==> src/rtl/segm_pkg.sv <==
package segm_pkg;
   localparam int DEF_SAMPLE_W = 16;
   localparam int DEF_TAP_W    = 9;
   localparam int DEF_PWM_W    = 3;
   localparam int DEF_TRIM_W   = 4;

   typedef enum logic {
      TB_BIT = 1'b0,
      TB_SYS = 1'b1
   } timebase_e;
endpackage

==> src/rtl/segm_split.sv <==
module segm_split #(
   parameter int SAMPLE_W   = segm_pkg::DEF_SAMPLE_W,
   parameter int TAP_W      = segm_pkg::DEF_TAP_W,
   parameter int PWM_W      = segm_pkg::DEF_PWM_W,
   parameter int TRIM_W     = segm_pkg::DEF_TRIM_W,
   parameter bit OFFSET_BIN = 1'b1
) (
   input  logic [SAMPLE_W-1:0] code,
   output logic [TAP_W-1:0]    tap,
   output logic [PWM_W-1:0]    mid,
   output logic [TRIM_W-1:0]   low
);
   localparam int TAP_LSB = PWM_W + TRIM_W;

   logic [SAMPLE_W-1:0] ubin;

   initial begin
      if (TAP_W + PWM_W + TRIM_W != SAMPLE_W)
         $error("segm_split: field widths must sum to SAMPLE_W");
   end

   generate
      if (OFFSET_BIN) begin : g_offset
         assign ubin = {~code[SAMPLE_W-1], code[SAMPLE_W-2:0]};
      end else begin : g_raw
         assign ubin = code;
      end
   endgenerate

   assign tap = ubin[SAMPLE_W-1:TAP_LSB];
   assign mid = ubin[TAP_LSB-1:TRIM_W];
   assign low = ubin[TRIM_W-1:0];
endmodule

==> src/rtl/segm_timebase.sv <==
module segm_timebase #(
   parameter int PWM_W = segm_pkg::DEF_PWM_W
) (
   input  logic             clk,
   input  logic             rst_n,
   input  logic             tick_bit,
   input  logic             tick_sys,
   input  logic             tb_sel,
   output logic             tick,
   output logic [PWM_W-1:0] cnt,
   output logic             wrap
);
   import segm_pkg::*;

   localparam logic [PWM_W-1:0] CNT_LAST = {PWM_W{1'b1}};

   timebase_e src;

   initial begin
      if (PWM_W < 1) $error("segm_timebase: PWM_W must be at least 1");
   end

   assign src  = timebase_e'(tb_sel);
   assign tick = (src == TB_SYS) ? tick_sys : tick_bit;
   assign wrap = tick && (cnt == CNT_LAST);

   always_ff @(posedge clk or negedge rst_n) begin
      if (!rst_n)    cnt <= '0;
      else if (tick) cnt <= cnt + 1'b1;
   end
endmodule

==> src/rtl/segm_trim.sv <==
module segm_trim #(
   parameter int TRIM_W = segm_pkg::DEF_TRIM_W
) (
   input  logic [TRIM_W-1:0] low,
   output logic [TRIM_W-1:0] lo_code,
   output logic [TRIM_W-1:0] hi_code
);
   localparam logic [TRIM_W-1:0] TRIM_MAX = {TRIM_W{1'b1}};

   initial begin
      if (TRIM_W < 1) $error("segm_trim: TRIM_W must be at least 1");
   end

   assign lo_code = low;
   assign hi_code = TRIM_MAX - low;
endmodule

==> src/rtl/segm_dac_ctrl.sv <==
module segm_dac_ctrl #(
   parameter int SAMPLE_W   = segm_pkg::DEF_SAMPLE_W,
   parameter int TAP_W      = segm_pkg::DEF_TAP_W,
   parameter int PWM_W      = segm_pkg::DEF_PWM_W,
   parameter int TRIM_W     = segm_pkg::DEF_TRIM_W,
   parameter bit OFFSET_BIN = 1'b1
) (
   input  logic                clk,
   input  logic                rst_n,
   input  logic [SAMPLE_W-1:0] sample,
   input  logic                load,
   input  logic                tick_bit,
   input  logic                tick_sys,
   input  logic                tb_sel,
   output logic [TAP_W-1:0]    tap_idx,
   output logic                use_upper,
   output logic [TRIM_W-1:0]   trim_lo,
   output logic [TRIM_W-1:0]   trim_hi
);
   logic [SAMPLE_W-1:0] pend_q, act_q, pend_nxt;
   logic                pend_v;
   logic                tick, wrap;
   logic [PWM_W-1:0]    cnt;
   logic [PWM_W-1:0]    act_mid;
   logic [TRIM_W-1:0]   act_low;

   initial begin
      if (TAP_W + PWM_W + TRIM_W != SAMPLE_W)
         $error("segm_dac_ctrl: field widths must sum to SAMPLE_W");
   end

   assign pend_nxt = load ? sample : pend_q;

   always_ff @(posedge clk or negedge rst_n) begin
      if (!rst_n) begin
         pend_q <= '0;
         pend_v <= 1'b0;
         act_q  <= '0;
      end else begin
         if (wrap && (load || pend_v)) begin
            act_q  <= pend_nxt;
            pend_v <= 1'b0;
         end else if (load) begin
            pend_v <= 1'b1;
         end
         if (load) pend_q <= sample;
      end
   end

   segm_timebase #(.PWM_W(PWM_W)) u_timebase (
      .clk      (clk),
      .rst_n    (rst_n),
      .tick_bit (tick_bit),
      .tick_sys (tick_sys),
      .tb_sel   (tb_sel),
      .tick     (tick),
      .cnt      (cnt),
      .wrap     (wrap)
   );

   segm_split #(
      .SAMPLE_W   (SAMPLE_W),
      .TAP_W      (TAP_W),
      .PWM_W      (PWM_W),
      .TRIM_W     (TRIM_W),
      .OFFSET_BIN (OFFSET_BIN)
   ) u_split (
      .code (act_q),
      .tap  (tap_idx),
      .mid  (act_mid),
      .low  (act_low)
   );

   segm_trim #(.TRIM_W(TRIM_W)) u_trim (
      .low     (act_low),
      .lo_code (trim_lo),
      .hi_code (trim_hi)
   );

   assign use_upper = (cnt < act_mid);
endmodule

==> config.mk <==
export PLATFORM = sky130hd
export DESIGN_NAME = segm_dac_ctrl
export DESIGN_NICKNAME = d
export VERILOG_FILES = /design/src/rtl/segm_pkg.sv /design/src/rtl/segm_split.sv /design/src/rtl/segm_timebase.sv /design/src/rtl/segm_trim.sv /design/src/rtl/segm_dac_ctrl.sv
export SDC_FILE = /design/constraint.sdc
export NUM_CORES = 1
export LEC_CHECK = 0
export BUFFER_PORTS_ARGS = -buffer_cell sky130_fd_sc_hd__buf_2
export CAP_MARGIN = 20
export CELL_PAD_IN_SITES_DETAIL_PLACEMENT = 2
export CELL_PAD_IN_SITES_GLOBAL_PLACEMENT = 2
export CORE_UTILIZATION = 35
export DETAILED_ROUTE_END_ITERATION = 6
export HOLD_SLACK_MARGIN = 0.15
export PLACE_DENSITY_LB_ADDON = 0.1
export SLEW_MARGIN = 10
export SYNTH_ARGS = -nofsm -noshare
export SYNTH_HDL_FRONTEND = slang
export SYNTH_SLANG_ARGS = --single-unit
==> constraint.sdc <==
create_clock -name clk -period 2 [get_ports clk]
set_clock_uncertainty 0.1 [all_clocks]
set_input_delay 0.2 -clock clk [delete_from_list [all_inputs] [get_ports clk]]
set_output_delay 0.2 -clock clk [all_outputs]
set_load 0.005 [all_outputs]
* Word level (Yosys, flattened, before mapping) *
Index checks and enable logic that the tools add are counted.

word-level totals
  word-level logic and storage cells = 17
  bits of input ports = 22
  register bits after elaboration = 36
  output and inout bits = 18

operators by class
  muxes and demuxes = 4
  reductions and logical operators = 4
  add/sub/neg operators = 2
  $lt $le $gt $ge = 1
  equality and inequality tests = 1
  bitwise gates (word level) = 1

operators with widths
  cell                                                           number
  16-bit two-way mux                                             1
  4-bit subtractor, first input constant                         1
  3-bit by 1-bit adder with 3-bit output, second input constant  1
  3-bit == test, second input constant                           1
  3-bit less-than comparator                                     1
  1-bit two-way mux                                              3
  1-bit logical AND                                              2
  2-bit nonzero test                                             1
  1-bit logical OR                                               1
  1-bit inverter                                                 1

* Depth between registers and ports, before layout *
Gate-level depths: netlist (run 1).

  word-level depth = 4
  depth in mapped cells = 5
  depth with buffers taken out = 4

* Cells and area by module *
From an unflattened synthesis (run 1), not the netlist that was laid out.

second synthesis, totals
  cell total of the unflattened synthesis = 155
  area total of the unflattened synthesis = 1828.0 um^2

by module, submodules not included
  module         sequential area each (um^2)  area an instance (um^2)  cells an instance  times used
  segm_dac_ctrl  825.8                        1508.9                   120                1
  segm_timebase  75.1                         157.7                    11                 1
  segm_split     0.0                          116.4                    16                 1
  segm_trim      0.0                          45.0                     8                  1

* Worst setup path after synthesis (run 1) *
OpenSTA, ideal clock, no wires.

  path type = flip-flop to flip-flop
  from = reg u_timebase.cnt[0]
  to = reg act_q[0]
  arrival time = 1.475 ns
  stages on the path, launching flop included = 6
  setup time = 0.125 ns
  slack = 0.301 ns
  buffers on the path = 1
  cells stage by stage = dfrtp_1 ha_1 ha_1 nor3b_4 buf_6 mux2_2

on the way
  word-level cells in the longest chain between the ends = 3

ends and longest elaborated chain
  what                    line                 RTL
  from (decl)             segm_timebase.sv:10  output logic [PWM_W-1:0] cnt,
  from (signal assigned)  segm_timebase.sv:29  else if (tick) cnt <= cnt + 1'b1;
  3-bit == test           segm_timebase.sv:25  assign wrap = tick && (cnt == CNT_LAST);
  1-bit logical AND       segm_timebase.sv:25
  1-bit logical AND       segm_dac_ctrl.sv:40  if (wrap && (load || pend_v)) begin
  to (signal assigned)    segm_dac_ctrl.sv:41  act_q <= pend_nxt;
  to (decl)               segm_dac_ctrl.sv:20  logic [SAMPLE_W-1:0] pend_q, act_q, pend_nxt;

No other way between the ends.
A chain may end at the register's enable or synchronous reset.

* Final worst setup path (run 1) *
  from = reg u_timebase.cnt[0]
  to = reg act_q[13]

The elaborated chain is that of the path after synthesis.

==> metrics, run 1 <==
Final Hold Vio Count=0; DRT Pass-1 Iters=3; die extent in y=between 60 and 70 µm; hold crit path type=in2reg; # fillers=416; max-capacitance violation count=0; CP arrival=about 1.8 ns; initial antenna violation count=0; WHS Path Cells=4; critical path cell sequence=ha_1, ha_1, nor3b_4, buf_4, mux2_2; I/O pins=40; Synth Instances=between 100 and 150; Starting Density=37.7%; DRC=0; post-CTS sizing=0; most frequent CP cell=ha_1; GR met1 Demand/Resource=17.5%; share of cells above drive strength 1=54.1%; outcome=finished, final reports clean; min Tclk post-route=~1.7 ns; Setup crit start kind=flip-flop; ys async rst share=100%; CTS sink count=36; CTS buffer count=5; H-Tree Depth=2; synth cell count leaders=dfrtp_1 (36), mux2_2 (34), buf_4 (13); wire per inst=about 15 µm; clk_lat worst skew=slightly below 0.3 ns; dpl hpwl=slightly above 2000 µm; GPL Wtd Cong=~0.78; vias=953; IO buf count=39; first-pass GRT wire length=between 5000 and 6000 µm; Clock Tree Root=clkbuf_8; Netlist Area Pre-Place=about 0.0016 mm²; critical path's slowest cell=dfrtp_1; most common cell in the synthesized netlist=dfrtp_1; max-slew violations=0; Placeable Area=approximately 0.004 mm²; syn nets=between 100 and 150; layer with the highest usage=met2; RSZ-0062 raised after global routing=no; buffer count from post-CTS setup fixing=0; Worst-path clk slew=0.07 ns; met2 Usage GRT=between 20 and 30%; Main synth FF type=dfrtp_1; cell taking the most area after synthesis=dfrtp_1; Max Fclk=587 MHz; slowest stage delay, CP=~0.38 ns; Routed Antenna Nets=0; Max VDD drop=between 0.6 and 0.7 mV; Layout area overhead=28.2%; Crit path required time=2.08 ns; peak fanout along the critical path=10; worst slew pin tran=slightly above 0.8 ns; vias in the first global route=around 1,100; vias per cell=between 4 and 5; critical path capture point type=flip-flop; GRT Total Usage=15.7%; WS Path Type=reg2reg; CTS tree=built; Worst R2R Setup Slack=about 0.30 ns; sequential-to-total area share from yosys stat=roughly three fifths; DR iter-0 viols=21; Post-synth EDFFs=0; cells taking the most area after synthesis=dfrtp_1 (58%), mux2_2 (25%), buf_4 (6.3%), ha_1 (3.2%), inv_1 (1.9%); Mapped Avg Cell Area=14.8 µm²; diode count=0; Synth top area share=about three fifths; Finished Core Util=about half; largest net degree at the start of global routing=37; die area=around 0.0047 mm²; P per Cell Area=1250 mW/mm²; Total Wirelength=between 3000 and 4000 µm; setup violators final=0; GR Overflow Total=0; synth warn=0; library cells used by synthesis=13; LEAKAGE=approximately 0.94 nW; # hold bufs at CTS=17; Global Route met3 Usage=under 10%; period utilisation layout=85.2%; Sum Neg Setup Slack=0 ns; # rows=23; Slew Limit Headroom=around 46%; clock buffer depth=2; FF+latch count, synth=36; Die Wd=just under 70 µm; nets=around 180; reg2reg path depth=5
-- metal layers --
layer	share of wire [%]	wire (µm)
met5	0	0
met2	51	1600
met4	1.0	33
met3	5.2	164
met1	43	1350
-- flip-flops by register name, indices dropped and copies added (netlist names) --
signal	count
act_q	16
u_timebase.cnt	3
pend_q	16
pend_v	1
-- stage by stage --
stage	area [µm²]	power (mW)	std cells	setup WS (ns)	hold WS [ns]
after global placement	1710	1.81	182	0.380	0.221
after detailed placement	1710	1.86	182	0.311	0.231
final	1990	2.49	207	0.295	0.215
after global routing	1990	2.67	207	0.191	0.252
after floorplan	1550	1.68	105	0.301	-0.196
after CTS	1990	2.53	207	0.267	0.212
-- power by group --
group / total (mW) / switching, mW / internal [mW]
clock network: 0.622 / 0.252 / 0.370
logic: 0.766 / 0.303 / 0.462
registers: 1.10 / 0.134 / 0.964
-- path summary, 6_finish.rpt --
| path | start | endpoint |
|---|---|---|
| max in group asynchronous | rst_n | pend_q[7] |
| min | tick_sys | pend_v |
| min in group asynchronous | rst_n | pend_q[8] |
| max | u_timebase.cnt[0] | act_q[13] |
| min reg2reg | pend_q[4] | pend_q[4] |
| max reg2reg | u_timebase.cnt[0] | act_q[13] |
-- cell type report --
| class | instances | area (µm²) | share of cell area (%) |
|---|---|---|---|
| Multi-Input combinational cell | 46 | 502 | 25.2 |
| Tap cell | 50 | 62.6 | 3.14 |
| Sequential cell | 36 | 901 | 45.3 |
| Timing Repair Buffer | 59 | 388 | 19.5 |
| Inverter | 8 | 30.0 | 1.51 |
| Clock buffer | 6 | 72.6 | 3.65 |
| Clock inverter | 2 | 35.0 | 1.76 |
-- kinds of logic (layout without fill, tap and decap cells) --
kind of cell / count (synthesis) / after routing / share of synthesized area, %
buf+inv: 23 / 75 / 9.67
xor+xnor: 1 / 1 / 0.564
simple gates: 3 / 3 / 1.85
flops: 36 / 36 / 58.0
fa+ha+maj: 4 / 4 / 3.22
compound gates: 3 / 3 / 1.13
mux: 35 / 35 / 25.5
-- worst max-delay path, delay by kind of cell, from the launching register on --
kind	cells	cell delay, ns
adders and majority gates	2	0.34
buffers and inverters	1	0.22
DFF	1	0.38
muxes	1	0.36
and+or+nand+nor	1	0.20
-- cell usage in the layout (no fill, tap or decap), drive strengths merged --
master / count
buf: 42
dfrtp: 36
mux2: 34
dlygate4sd3: 17
inv: 8
clkbuf: 6
ha: 4
a21oi: 2
nand2b: 1
a21o: 1
mux2i: 1
nor2: 1
nor3b: 1
xnor2: 1
clkinv: 1
bufinv: 1
(Power assumes the default switching activity.)
==> run 2: changes to the inputs <==
--- a/config.mk
+++ b/config.mk
@@ -5,11 +5,13 @@
 export SDC_FILE = /design/constraint.sdc
 export NUM_CORES = 1
 export LEC_CHECK = 0
+export ABC_AREA = 1
 export BUFFER_PORTS_ARGS = -buffer_cell sky130_fd_sc_hd__buf_2
 export CAP_MARGIN = 20
 export CELL_PAD_IN_SITES_DETAIL_PLACEMENT = 2
 export CELL_PAD_IN_SITES_GLOBAL_PLACEMENT = 2
-export CORE_UTILIZATION = 35
+export CORE_UTILIZATION = 32
+export CTS_BUF_LIST = sky130_fd_sc_hd__clkbuf_2 sky130_fd_sc_hd__clkbuf_4 sky130_fd_sc_hd__clkbuf_8
 export DETAILED_ROUTE_END_ITERATION = 6
 export HOLD_SLACK_MARGIN = 0.15
 export PLACE_DENSITY_LB_ADDON = 0.1
==> run 2 against run 1 <==
Effect of this change:
- design area increased by 4.7%
- core utilization down 5.1 points
- final cell count is 45% higher
- synthesized cell count is 75% higher
- global-route usage is 3.3 points higher
- count of clock-buffer cells in the layout unchanged
- synthesized area grew 5.7%
- sequential share of layout area decreased by 2.0 points
- worst hold slack worse by 0.050 ns
- largest cell class unchanged
- largest power group unchanged
==> metrics, run 2 <==
Synth top area share=between 50 and 60%; Reg-to-Reg End=act_q[0]; die area=0.00542 mm²; Synth Instances=184; syn nets=210; clock buffer depth=2; most common cell in the synthesized netlist=nand2_1; diode count=0; vias in the first global route=approximately 1,500; library cells used by synthesis=18; Die Wd=about 74 µm; P per Cell Area=about 1100 mW/mm²; Starting Density=between 30% and 40%; # rows=25; Crit path required time=1.70 ns; GRT Total Usage=between 10% and 20%; Slew Limit Headroom=45.7%; WS Path Type=reg2out; synth cell count leaders=nand2_1 (88), dfrtp_1 (36), nand4_1 (16); FF+latch count, synth=36; vias per cell=around 4.6; max-capacitance violation count=0; critical path capture point type=output pin; GPL Wtd Cong=0.736; die extent in y=about 74 µm; r2r startpoint=u_timebase.cnt[0]; largest net degree at the start of global routing=37; most common cell after layout, fill and taps aside=nand2_1; synth warn=0; initial antenna violation count=0; Worst-path clk slew=roughly 0.07 ns; Routed Antenna Nets=0; RSZ-0062 raised after global routing=no; Finished Core Util=approximately 43%; CP arrival=~1.4 ns; nets=around 260; LEAKAGE=about 1.1 nW; CTS sink count=36; DR iter-0 viols=between 50 and 60; Worst R2R Setup Slack=about 0.42 ns; buffer count from post-CTS setup fixing=0; top flop regs=act_q x16, pend_q x16, u_timebase.cnt x3; Total Wirelength=approximately 4500 µm; worst slew pin tran=roughly 0.81 ns; CTS buffer count=5; Mapped Avg Cell Area=~9 µm²; cell taking the most area after synthesis=dfrtp_1; max-slew violations=0; setup violators final=0; placed insts=approximately 270; Sum Neg Setup Slack=0 ns; Setup crit start kind=flip-flop; outcome=finished, final reports clean; Layout Cells excl Fill=300; hold crit path type=in2reg; sequential-to-total area share from yosys stat=between 50% and 60%; CTS tree=built; Placeable Area=0.00482 mm²; DRC=0; wire per inst=~15 µm; Layout area overhead=26.9%; Main synth FF type=dfrtp_1; Final Hold Vio Count=0; I/O pins=40; WHS Path Cells=3; Hold Path Sink=pend_q[8]; dpl hpwl=3110 µm; peak fanout along the critical path=3; DRT Pass-1 Iters=3; fin area=approximately 0.0021 mm²; period utilisation layout=between 80% and 90%; reg2reg path depth=5; Max VDD drop=0.432 mV; min Tclk post-route=between 1.5 and 2 ns; share of cells above drive strength 1=~22%; H-Tree Depth=2; min-delay src=load; clk_lat worst skew=around 0.29 ns; vias=1,383; Placement Cell Area=0.00179 mm²; Setup WS post-layout=~0.27 ns; ys async rst share=between 90% and 100%; # fillers=567; cells taking the most area after synthesis=dfrtp_1 (55%), nand2_1 (20%), nand4_1 (6.1%), buf_4 (5.5%), ha_1 (3.0%); CP Launch Point=u_timebase.cnt[2]; first-pass GRT wire length=between 7000 and 8000 µm; most frequent cells in the layout=nand2_1 (88), buf_2 (39), dfrtp_1 (36); GR Overflow Total=0; Netlist Area Pre-Place=0.00164 mm²; Post-synth EDFFs=0; Post-Place Worst Slack=0.401 ns; Max Fclk=about 580 MHz; IO buf count=39; Clock Tree Root=clkbuf_8
-- run 2: cell types whose count changed after synthesis, moves of 2 or more --
cell / change
a21oi_1: -2
buf_2: +4
clkbuf_1: +2
inv_1: +2
mux2_2: -34
nand2_1: +88
nand3_1: +2
nand4_1: +16
-- run 2: cell families after synthesis --
| kind of cell | count (synthesis) | synth area share, % |
|---|---|---|
| XOR/XNOR | 1 | 0.534 |
| adder cells (fa/ha/maj) | 4 | 3.05 |
| flip-flops | 36 | 54.9 |
| buffers and inverters | 32 | 12.0 |
| AND/OR/NAND/NOR | 108 | 28.3 |
| AO/OA/AOI/OAI | 3 | 1.30 |
-- run 2: per-layer routing --
layer	vias to the layer above	share of wire, %	GRT usage (%)
met5	-	0	0
met2	29	51	33.7
met4	0	1.8	8.33
met3	6	2.8	4.12
li1	662	-	-
met1	686	44	21.8
-- run 2: worst max-delay path, cell delays in order (launching register included) --
cell and delay (ns):
dfrtp_1 0.41, ha_1 0.32, a21o_1 0.16, a31oi_1 0.12, buf_2 0.13
-- run 2: worst max path at each step --
stage	end	slack, ns
global route	use_upper	0.17
finish	use_upper	0.27
CTS	use_upper	0.25
global placement	act_q[2]	0.47
floorplan	act_q[0]	0.44
detailed placement	act_q[3]	0.40
-- run 2: cell type report --
type	count	area [µm²]	area share, %
Clock buffer	6	76.3	3.66
Clock inverter	1	5.00	0.240
Inverter	10	37.5	1.80
Multi-Input combinational cell	116	544	26.1
Sequential cell	36	901	43.2
Tap cell	67	83.8	4.02
Timing Repair Buffer	64	435	20.9
-- run 2: repair_timing --
| item | CTS | global route |
|---|---|---|
| hold endpoints to repair | 54 | 0 |
| hold buffers | 21 | 0 |
| resized for setup | 0 | 0 |
-- run 2: power by group --
group / switching [mW] / internal, mW / total [mW]
combinational: 0.391 / 0.354 / 0.745
clock: 0.261 / 0.250 / 0.512
sequential: 0.138 / 0.945 / 1.08
-- run 2: per-stage QoR --
stage / total power [mW] / hold WS (ns)
final: 2.34 / 0.164
after global routing: 2.52 / 0.186
after CTS: 2.39 / 0.165
after detailed placement: 1.83 / 0.248
after global placement: 1.77 / 0.229
after floorplan: 1.62 / -0.196
==> run 3: changes to the inputs <==
--- a/config.mk
+++ b/config.mk
@@ -8,13 +8,11 @@
 export ABC_AREA = 1
 export BUFFER_PORTS_ARGS = -buffer_cell sky130_fd_sc_hd__buf_2
 export CAP_MARGIN = 20
-export CELL_PAD_IN_SITES_DETAIL_PLACEMENT = 2
-export CELL_PAD_IN_SITES_GLOBAL_PLACEMENT = 2
-export CORE_UTILIZATION = 32
+export CORE_UTILIZATION = 50
 export CTS_BUF_LIST = sky130_fd_sc_hd__clkbuf_2 sky130_fd_sc_hd__clkbuf_4 sky130_fd_sc_hd__clkbuf_8
 export DETAILED_ROUTE_END_ITERATION = 6
 export HOLD_SLACK_MARGIN = 0.15
-export PLACE_DENSITY_LB_ADDON = 0.1
+export PLACE_DENSITY = 0.75
 export SLEW_MARGIN = 10
 export SYNTH_ARGS = -nofsm -noshare
 export SYNTH_HDL_FRONTEND = slang
==> run 3 against run 2 <==
Effect of this change:
- critical path depth did not move
- via count is 4.8% lower
- global-route usage increased by 3.3 points
- sequential power about the same
- maximum frequency shrank 4.6%
- sequential share of layout area increased by 1.1 points
- count of clock-buffer cells in the layout increased by 2
- clock power fell by 17%
- design area fell by 2.5%
- non-clock buffer count shrank 1
- register-to-register slack barely moved
- first-iteration DRC count is 8.9% higher
- largest cell class unchanged
==> metrics, run 3 (same netlist as run 2, synthesis figures left out) <==
hold crit path type=in2reg; Max VDD drop=between 0.5 and 0.6 mV; GPL Wtd Cong=slightly below 0.8; Placement Cell Area=around 0.0018 mm²; share of cells above drive strength 1=21.9%; Max Fclk=551 MHz; GRT Total Usage=22.3%; reg2reg path depth=5; Placeable Area=0.00308 mm²; die area=around 0.0035 mm²; Sum Neg Setup Slack=0 ns; post-CTS sizing=0; Min Hold Slack=roughly 0.18 ns; placed insts=~250; # fillers=~260; max-slew violations=0; dpl hpwl=just over 2000 µm; DR iter-0 viols=61; clock buffer depth=2; Clock Tree Root=clkbuf_4; die extent in y=59.3 µm; LEAKAGE=about 1.1 nW; initial antenna violation count=0; CP arrival=between 1.5 and 2 ns; peak fanout along the critical path=3; Die Wd=59.3 µm; CTS tree=built; Setup crit start kind=flip-flop; vias=1,316; GR Overflow Total=0; r2r startpoint=u_timebase.cnt[0]; setup violators final=0; # rows=20; period utilisation layout=between 90% and 100%; Total Wirelength=3370 µm; min-delay src=load; Starting Density=53.3%; H-Tree Depth=2; Worst R2R Setup Slack=0.42 ns; DRT Pass-1 Iters=4; CTS sink count=36; diode count=0; WS Path Type=reg2out; first-pass GRT wire length=around 5700 µm; M1 wire length=around 1600 µm; worst slew pin tran=roughly 0.76 ns; CTS buffer count=5; clk_lat worst skew=approximately 0.33 ns; WHS Path Cells=3; fin area=roughly 0.002 mm²; Final Hold Vio Count=0; Routed Antenna Nets=0; min Tclk post-route=roughly 1.8 ns; DRC=0; vias per cell=around 4.8; max-capacitance violation count=0; Crit path required time=1.70 ns; largest net degree at the start of global routing=37; wire length on met2=approximately 1600 µm; IO buf count=39; wire per inst=about 12 µm; Layout area overhead=23.8%; Hold Path Sink=pend_q[7]; I/O pins=40; critical path capture point type=output pin; Reg-to-Reg End=act_q[8]; Layout Cells excl Fill=approximately 280; Worst-path clk slew=roughly 0.10 ns; Slew Limit Headroom=between 40% and 50%; nets=roughly 260; top flop regs=act_q x16, pend_q x16, u_timebase.cnt x3; top layer used by detailed routing=met4; met3 wire len=117 µm; RSZ-0062 raised after global routing=no; P per Cell Area=about 1100 mW/mm²; outcome=finished, final reports clean; most common cell after layout, fill and taps aside=nand2_1; buffer count from post-CTS setup fixing=0; most frequent cells in the layout=nand2_1 (88), buf_2 (39), dfrtp_1 (36); vias in the first global route=between 1,000 and 1,500
run 3: stage by stage:
stage | setup WS (ns) | total power [mW] | utilization, %
finish | 0.185 | 2.22 | 66.0
CTS | 0.0332 | 2.23 | 66.3
global route | 0.111 | 2.39 | 66.0
floorplan | 0.444 | 1.62 | -
global placement | 0.485 | 1.74 | 57.0
detailed placement | 0.452 | 1.76 | 57.0
run 3: worst max path at each step:
stage	to	start	slack [ns]	cells past startpoint
final	use_upper	u_timebase.cnt[2]	0.18	4
after global routing	use_upper	u_timebase.cnt[2]	0.11	4
after CTS	u_timebase.cnt[2]	tick_bit	0.03	7
after detailed placement	act_q[8]	u_timebase.cnt[0]	0.45	5
after global placement	act_q[2]	u_timebase.cnt[1]	0.49	5
after floorplan	act_q[0]	u_timebase.cnt[0]	0.44	6
run 3: cell type report:
type | count | area, µm² | area share (%)
flip-flops and latches | 36 | 901 | 44.3
inverters | 10 | 37.5 | 1.85
repair buffers | 63 | 428 | 21.1
multi-input cells | 116 | 544 | 26.8
well taps | 44 | 55.1 | 2.71
clock buffers | 8 | 66.3 | 3.26
run 3: what timing repair did:
item | in CTS | in global routing
hold buffers | 22 | 0
endpoints found under the hold margin | 68 | 0
setup endpoints to repair | 0 | 1
run 3: where the power goes:
part           internal, mW  switching (mW)
Clock                 0.201           0.226
Sequential            0.942           0.124
Combinational         0.352           0.372
Total                  1.50           0.722
run 3: worst max-delay path, stage by stage (launching register included):
cell	delay (ns)
dfrtp_1	0.43
ha_1	0.32
a21o_1	0.16
a31oi_1	0.15
buf_2	0.14
run 3: metal layers:
layer | vias to the layer above | global-route usage [%]
met2 | 34 | 36.6
met5 | - | 0
met1 | 609 | 28.7
met3 | 7 | 3.93
li1 | 666 | -
met4 | 0 | 10.5
